==> src/rtl/layer_seq_pkg.sv <==
package layer_seq_pkg;

   typedef enum logic [2:0] {
      ST_IDLE     = 3'd0,
      ST_FETCH    = 3'd1,
      ST_DECODE   = 3'd2,
      ST_DISPATCH = 3'd3,
      ST_WAIT_ALL = 3'd4,
      ST_DONE     = 3'd5
   } seq_state_t;

   localparam int N_WORKERS = 3;
   localparam int W_READER  = 0;
   localparam int W_PE      = 1;
   localparam int W_WRITER  = 2;

endpackage

==> src/rtl/layer_seq_pc.sv <==
module layer_seq_pc #(
   parameter int ADDR_W     = 8,
   parameter int START_ADDR = 0
) (
   input  logic              clk,
   input  logic              rst_n,
   input  logic              load,
   input  logic              step,
   output logic [ADDR_W-1:0] pc
);
   localparam logic [ADDR_W-1:0] START_VAL = ADDR_W'(START_ADDR);

   if (START_ADDR < 0 || START_ADDR >= (1 << ADDR_W)) begin : g_bad_start
      $error("START_ADDR outside the address range");
   end

   always_ff @(posedge clk) begin
      if (!rst_n)    pc <= START_VAL;
      else if (load) pc <= START_VAL;
      else if (step) pc <= pc + 1'b1;
   end

   // The program counter advances by exactly one per dispatched word.
   assert_pc_step_R2: assert property (@(posedge clk) disable iff (!rst_n)
      (step && !load) |=> (pc == $past(pc) + 1'b1));

   assert_pc_load_R2: assert property (@(posedge clk) disable iff (!rst_n)
      load |=> (pc == START_VAL));
endmodule

==> src/rtl/layer_seq_decode.sv <==
module layer_seq_decode #(
   parameter int          INSTR_W   = 512,
   parameter int          OP_W      = 8,
   parameter int          FIELD_W   = 160,
   parameter bit          OP_AT_TOP = 1'b0,
   parameter logic [7:0]  END_OP    = 8'hFF
) (
   input  logic               clk,
   input  logic               rst_n,
   input  logic               capture,
   input  logic [INSTR_W-1:0] word,
   output logic               is_end,
   output logic [FIELD_W-1:0] rd_field,
   output logic [FIELD_W-1:0] pe_field,
   output logic [FIELD_W-1:0] wr_field
);
   localparam int USED_W = OP_W + 3 * FIELD_W;

   if (USED_W > INSTR_W) begin : g_bad_width
      $error("opcode and three fields do not fit the control word");
   end
   if (OP_W > 8) begin : g_bad_op
      $error("OP_W wider than the terminating code");
   end

   logic [OP_W-1:0]    op_now;
   logic [FIELD_W-1:0] rd_now, pe_now, wr_now;

   if (OP_AT_TOP) begin : g_op_top
      assign op_now = word[INSTR_W-1 -: OP_W];
      assign rd_now = word[0 +: FIELD_W];
      assign pe_now = word[FIELD_W +: FIELD_W];
      assign wr_now = word[2*FIELD_W +: FIELD_W];
   end else begin : g_op_bottom
      assign op_now = word[OP_W-1:0];
      assign rd_now = word[OP_W +: FIELD_W];
      assign pe_now = word[OP_W + FIELD_W +: FIELD_W];
      assign wr_now = word[OP_W + 2*FIELD_W +: FIELD_W];
   end

   assign is_end = (op_now == END_OP[OP_W-1:0]);

   always_ff @(posedge clk) begin
      if (!rst_n) begin
         rd_field <= '0;
         pe_field <= '0;
         wr_field <= '0;
      end else if (capture) begin
         rd_field <= rd_now;
         pe_field <= pe_now;
         wr_field <= wr_now;
      end
   end

   // Fields stay frozen between captures, so a worker may sample late.
   assert_fields_hold_R3: assert property (@(posedge clk) disable iff (!rst_n)
      !capture |=> $stable(rd_field) && $stable(pe_field) && $stable(wr_field));
endmodule

==> src/rtl/layer_seq_barrier.sv <==
module layer_seq_barrier #(
   parameter int N = 3
) (
   input  logic         clk,
   input  logic         rst_n,
   input  logic         clear,
   input  logic         armed,
   input  logic [N-1:0] done,
   output logic [N-1:0] mask,
   output logic         all_done
);
   if (N < 1) begin : g_bad_n
      $error("barrier needs at least one worker");
   end

   logic [N-1:0] seen;

   for (genvar i = 0; i < N; i++) begin : g_lane
      assign seen[i] = mask[i] | done[i];
      always_ff @(posedge clk) begin
         if (!rst_n || clear) mask[i] <= 1'b0;
         else if (armed)      mask[i] <= seen[i];
      end
   end

   assign all_done = armed && (&seen);

   // A fresh dispatch empties the mask.
   assert_mask_clear_R5: assert property (@(posedge clk) disable iff (!rst_n)
      clear |=> (mask == '0));

   // Done lines outside the waiting window leave the mask untouched.
   assert_idle_done_ignored_R6: assert property (@(posedge clk) disable iff (!rst_n)
      (!armed && !clear) |=> $stable(mask));
endmodule

==> src/rtl/layer_seq_ctrl.sv <==
module layer_seq_ctrl
   import layer_seq_pkg::*;
#(
   parameter int          INSTR_W    = 512,
   parameter int          ADDR_W     = 8,
   parameter int          OP_W       = 8,
   parameter int          FIELD_W    = 160,
   parameter bit          OP_AT_TOP  = 1'b0,
   parameter logic [7:0]  END_OP     = 8'hFF,
   parameter int          START_ADDR = 0
) (
   input  logic               clk,
   input  logic               rst_n,
   input  logic               start_i,
   output logic               imem_rd_o,
   output logic [ADDR_W-1:0]  imem_addr_o,
   input  logic [INSTR_W-1:0] imem_data_i,
   output logic               rd_valid_o,
   output logic [FIELD_W-1:0] rd_field_o,
   output logic               pe_valid_o,
   output logic [FIELD_W-1:0] pe_field_o,
   output logic               wr_valid_o,
   output logic [FIELD_W-1:0] wr_field_o,
   input  logic               rd_done_i,
   input  logic               pe_done_i,
   input  logic               wr_done_i,
   output logic               finished_o
);
   seq_state_t state, state_nx;

   logic                 pc_load, pc_step, capture, word_end;
   logic                 bar_clear, bar_armed, bar_all;
   logic [N_WORKERS-1:0] done_vec, bar_mask;
   logic [ADDR_W-1:0]    pc;

   always_comb begin
      done_vec           = '0;
      done_vec[W_READER] = rd_done_i;
      done_vec[W_PE]     = pe_done_i;
      done_vec[W_WRITER] = wr_done_i;
   end

   layer_seq_pc #(.ADDR_W(ADDR_W), .START_ADDR(START_ADDR)) u_pc (
      .clk(clk), .rst_n(rst_n), .load(pc_load), .step(pc_step), .pc(pc)
   );

   layer_seq_decode #(
      .INSTR_W(INSTR_W), .OP_W(OP_W), .FIELD_W(FIELD_W),
      .OP_AT_TOP(OP_AT_TOP), .END_OP(END_OP)
   ) u_dec (
      .clk(clk), .rst_n(rst_n), .capture(capture), .word(imem_data_i),
      .is_end(word_end), .rd_field(rd_field_o), .pe_field(pe_field_o),
      .wr_field(wr_field_o)
   );

   layer_seq_barrier #(.N(N_WORKERS)) u_bar (
      .clk(clk), .rst_n(rst_n), .clear(bar_clear), .armed(bar_armed),
      .done(done_vec), .mask(bar_mask), .all_done(bar_all)
   );

   always_comb begin
      state_nx  = state;
      pc_load   = 1'b0;
      pc_step   = 1'b0;
      capture   = 1'b0;
      bar_clear = 1'b0;
      bar_armed = 1'b0;
      unique case (state)
         ST_IDLE: if (start_i) begin
            pc_load  = 1'b1;
            state_nx = ST_FETCH;
         end
         ST_FETCH:  state_nx = ST_DECODE;
         ST_DECODE: begin
            capture  = ~word_end;
            state_nx = word_end ? ST_DONE : ST_DISPATCH;
         end
         ST_DISPATCH: begin
            bar_clear = 1'b1;
            pc_step   = 1'b1;
            state_nx  = ST_WAIT_ALL;
         end
         ST_WAIT_ALL: begin
            bar_armed = 1'b1;
            if (bar_all) state_nx = ST_FETCH;
         end
         ST_DONE:  state_nx = ST_IDLE;
         default:  state_nx = ST_IDLE;
      endcase
   end

   always_ff @(posedge clk) begin
      if (!rst_n) state <= ST_IDLE;
      else        state <= state_nx;
   end

   assign imem_rd_o   = (state == ST_FETCH);
   assign imem_addr_o = pc;
   assign rd_valid_o  = (state == ST_DISPATCH);
   assign pe_valid_o  = (state == ST_DISPATCH);
   assign wr_valid_o  = (state == ST_DISPATCH);
   assign finished_o  = (state == ST_DONE);

   // quiet outputs in the first cycle after reset.
   assert_reset_quiet_R1: assert property (@(posedge clk)
      !rst_n |=> !imem_rd_o && !rd_valid_o && !finished_o);

   // each start pulse lasts one cycle.
   assert_valid_pulse_R4: assert property (@(posedge clk) disable iff (!rst_n)
      rd_valid_o |=> !rd_valid_o && !pe_valid_o && !wr_valid_o);

   // dispatch comes two cycles after a read.
   assert_valid_after_read_R4: assert property (@(posedge clk) disable iff (!rst_n)
      $rose(rd_valid_o) |-> $past(imem_rd_o, 2));

   // a read that follows a wait happens only once every worker is seen.
   assert_fetch_after_barrier_R5: assert property (@(posedge clk) disable iff (!rst_n)
      (imem_rd_o && $past(state) == ST_WAIT_ALL) |-> $past(&(bar_mask | done_vec)));

   // finished is a single pulse and never overlaps a dispatch.
   assert_finish_pulse_R7: assert property (@(posedge clk) disable iff (!rst_n)
      finished_o |=> !finished_o && !rd_valid_o);

   // no read is issued straight out of idle without a start.
   assert_idle_no_read_R6: assert property (@(posedge clk) disable iff (!rst_n)
      ($past(state) == ST_IDLE && !$past(start_i)) |-> !imem_rd_o);
endmodule

==> config.mk <==
export PLATFORM = sky130hd
export DESIGN_NAME = layer_seq_ctrl
export DESIGN_NICKNAME = d
export VERILOG_FILES = /design/src/rtl/layer_seq_pkg.sv /design/src/rtl/layer_seq_pc.sv /design/src/rtl/layer_seq_decode.sv /design/src/rtl/layer_seq_barrier.sv /design/src/rtl/layer_seq_ctrl.sv
export SDC_FILE = /design/constraint.sdc
export NUM_CORES = 1
export LEC_CHECK = 0
export CAP_MARGIN = 30
export CORE_AREA = 2 2 390 392
export DETAILED_ROUTE_END_ITERATION = 10
export DIE_AREA = 0 0 392 394
export PLACE_DENSITY = 0.33
export RECOVER_POWER = 25
export SKIP_CTS_REPAIR_TIMING = 1
export SYNTH_ARGS = -nofsm -noshare
export SYNTH_HDL_FRONTEND = slang
export SYNTH_SLANG_ARGS = --single-unit
==> constraint.sdc <==
create_clock -name clk -period 1.9 [get_ports clk]
set_clock_uncertainty 0.15 [all_clocks]
set_input_delay 0.475 -clock clk [delete_from_list [all_inputs] [get_ports clk]]
set_output_delay 0.475 -clock clk [all_outputs]
set_load 0.01 [all_outputs]
==> results of run 1 <==
[worst max-delay path by stage]
stage	end	slack (ps)	depth (start not counted)
floorplan	u_dec.pe_field[100]	120	6
global placement	u_dec.pe_field[90]	-950	7
detailed placement	u_dec.wr_field[72]	-960	7
CTS	imem_rd_o	-900	3
global route	finished_o	-370	4
finish	imem_rd_o	-280	3
[layer usage]
| metal | GRT usage, % | vias to the layer above |
|---|---|---|
| met1 | 12.61 | 8624 |
| met5 | 0 | - |
| met3 | 5.420 | 169 |
| li1 | - | 9189 |
| met4 | 4.773 | 48 |
| met2 | 22.12 | 583 |
[area by class of cell]
cell class,count,area (um2)
clock buffers,104,2063
fillers,16509,114600
clock inverters,25,198.9
repair buffers,1158,12460
flip-flops and latches,494,9927
multi-input cells,1501,8820
inverters,4,18.77
well taps,2030,2540
diodes,11,27.53
[through the flow]
step,instance area (um2),instances,hold slack (ps),util [%],worst slack [ps]
after floorplan,19470,2164,296.3,-,119.0
after global placement,32660,5138,294.6,21.68,-949.3
after detailed placement,32660,5138,302.2,21.68,-955.2
after CTS,34920,5267,33.91,23.18,-899.2
after global routing,36040,5320,84.95,23.92,-367.4
final,36060,5327,111.0,23.93,-277.3
[synthesized netlist by cell type (all sizes together)]
cell	n	area [um2]
nand2	966	3626
dfxtp	494	9889
mux2i	481	4815
clkbuf	108	405.4
buf	57	380.4
a21oi	9	45.04
o21ai	7	35.03
nor2	6	22.52
inv	4	15.01
nand4	4	25.02
or3	4	25.02
nor3b	3	22.52
nand3	2	10.01
nor3	2	10.01
o31ai	2	15.01
or4	2	15.01
xor2	2	17.52
a31o	1	8.760
and3b	1	8.760
ha	1	12.51
nand3b	1	11.26
nand4b	1	8.760
o2111ai	1	8.760
o211ai	1	7.510
o22ai	1	6.260
o2bb2ai	1	8.760
o311ai	1	8.760
o41ai	1	8.760
[critical path: stages (launching register included)]
cell	delay, ps
dfxtp_2	320
buf_6	130
nor3_1	230
buf_2	220
[cell usage in the layout, fill, tap and decap left out, drive strengths merged, types with 2 or more instances in the layout]
master / instances
o21ai: 7
clkinvlp: 2
nand3: 2
inv: 7
or3: 4
nor3b: 3
buf: 181
nor3: 2
o31ai: 2
clkinv: 20
dlymetal6s2s: 307
nor2: 6
xor2: 2
clkdlybuf4s50: 484
clkbuf: 290
nand4: 4
nand2: 966
diode: 11
a21oi: 9
or4: 2
mux2i: 481
dfxtp: 494
[cells by family (layout without fill, tap and decap cells)]
kind of cell | Yosys count | in the layout | share of synthesized area [%]
muxes | 481 | 481 | 24.73
adders and majority gates | 1 | 1 | 0.06424
and+or+nand+nor | 992 | 992 | 19.44
buffers and inverters | 169 | 1291 | 4.112
other | 0 | 11 | 0
AOI/OAI and AO/OA | 25 | 25 | 0.7839
DFF | 494 | 494 | 50.79
xor gates and xnor gates | 2 | 2 | 0.08997
[power by group through the flow]
| stage | combinational (W) | clock, W | sequential [W] |
|---|---|---|---|
| 2_1_floorplan | 0.00190 | 0 | 0.0119 |
| 3_5_place_dp | 0.00581 | 0 | 0.0117 |
| 4_1_cts | 0.00584 | 0.0138 | 0.0115 |
| 3_3_place_gp | 0.00582 | 0 | 0.0117 |
| 6_report | 0.00597 | 0.0131 | 0.0114 |
| 5_1_grt | 0.00641 | 0.0142 | 0.0115 |
[state kept, by name, summed over array words and instances, names as in the netlist]
| register | flops |
|---|---|
| u_bar.mask | 3 |
| u_dec.pe_field | 160 |
| u_dec.rd_field | 160 |
| state | 3 |
| u_pc.pc | 8 |
| u_dec.wr_field | 160 |
==> results.md, run 1 <==
* Final Critical Period at 2177 ps
* FF-to-FF setup slack at -110 ps
* Worst vdd ir at 0.5295 mV
* Avg Inst Size Synth at 8.998 um2
* Initial antenna violation count at 33
* Critical Path AT at 1550 ps
* Antenna Violating Nets Remaining at 0
* MaxCap Viol Count at 0
* FF-to-FF End: u_dec.rd_field[108]
* Root Buffer Master: clkbuf_16
* Outcome: finished with violations
* Fmax at 0.4593 GHz
* Critical path origin: state[2]
* Layout cell share with drive strength beyond 1 at 15.40%
* All-layer global routing usage at 12.39%
* Final wirelength at 102.9 mm
* Clock transition at the registers of the reported paths at 60 ps
* Min-delay src: rst_n
* # IOs at 1011
* Slew Limit Fails at 0
* Hold/Removal Path Class: input port to flop
* Post-detail-place hpwl at 79.04 mm
* Worst setup SP type: flop
* DRC viols at 0
* Reg2Reg Depth at 10
* Unrepaired setup endpoints after global routing: true
* Tightest Pin Transition at 369.1 ps
* Static Leakage at 21.76 nW
* H-tree depth at 3
* Setup ws final at -277.3 ps
* Fin nets at 3750
* Crit path max fanout at 7
* Top Layer Used: met5
* Vias in the first global route at 19122
* Initial Util at 12.93%
* Met3 WL post-DR at 9.403 mm
* First-pass GRT wire length at 138.0 mm
* Wire per inst at 19.31 um
* Routed vias/inst at 3.494
* DRT iter0 DRCs at 542
* Synth Instances at 2164
* Final Cycle Share at 114.6%
* Met1 Wirelength at 39.13 mm
* Total grt overflow at 0
* Cell Rows at 143
* Max Root-Sink Buffers at 3
* Yosys reg bits at 494
* Sequential power share at 37.4%
* Yosys cell types at 30
* Drt first pass iters at 4
* Rel. slew slack at 75.38%
* Clk pwr share at 43.0%
* Tot Pwr at 0.03052 W
* CTS buffer count at 72
* Placer Congestion at 0.7666
* Die H at 394 um
* Sw Ratio at 27.99%
* Comb pwr share at 19.6%
* Violated checks: negative setup slack
* P_int at 0.02198 W
* CTS tree: done
* Power Density at 846.4 mW/mm2
* Hold Path End: u_dec.wr_field[124]
* Vias at 18613
* IO Port Bufs at 986
* Critical Path RT at 1270 ps
* Net Switching at 0.008541 W
* Setup tns final at -8131 ps
* Kind of critical path: flop to primary output
* Met2 wire len at 50.94 mm
* Final setup viols at 190
* Area Overhead vs Synth at 85.16%
* Synthesized Nets at 2683
* Critical path capture point type: primary output
* Post-Synthesis Cell Area at 0.01947 mm2
* Full die area at 0.1544 mm2
* Reg2reg start: state[0]
* Largest net degree at the start of global routing at 65
* Synth warn at 0
* Clock Latency Late Sink at 650 ps
* Hold path cells at 4
* Sequential area share after synthesis at 50.79%
* Final hold vios at 0
* Core area at 0.1507 mm2
* Die width at 392 um
* Num Clock Sinks at 494
Note: power is estimated with default switching activity, not from simulation.
==> run 2, diff against run 1 <==
- GPL_ROUTABILITY_DRIVEN: not set -> 1
==> results of run 2 <==
Same layout as run 1: the final DEF is identical, and so are final timing and power.
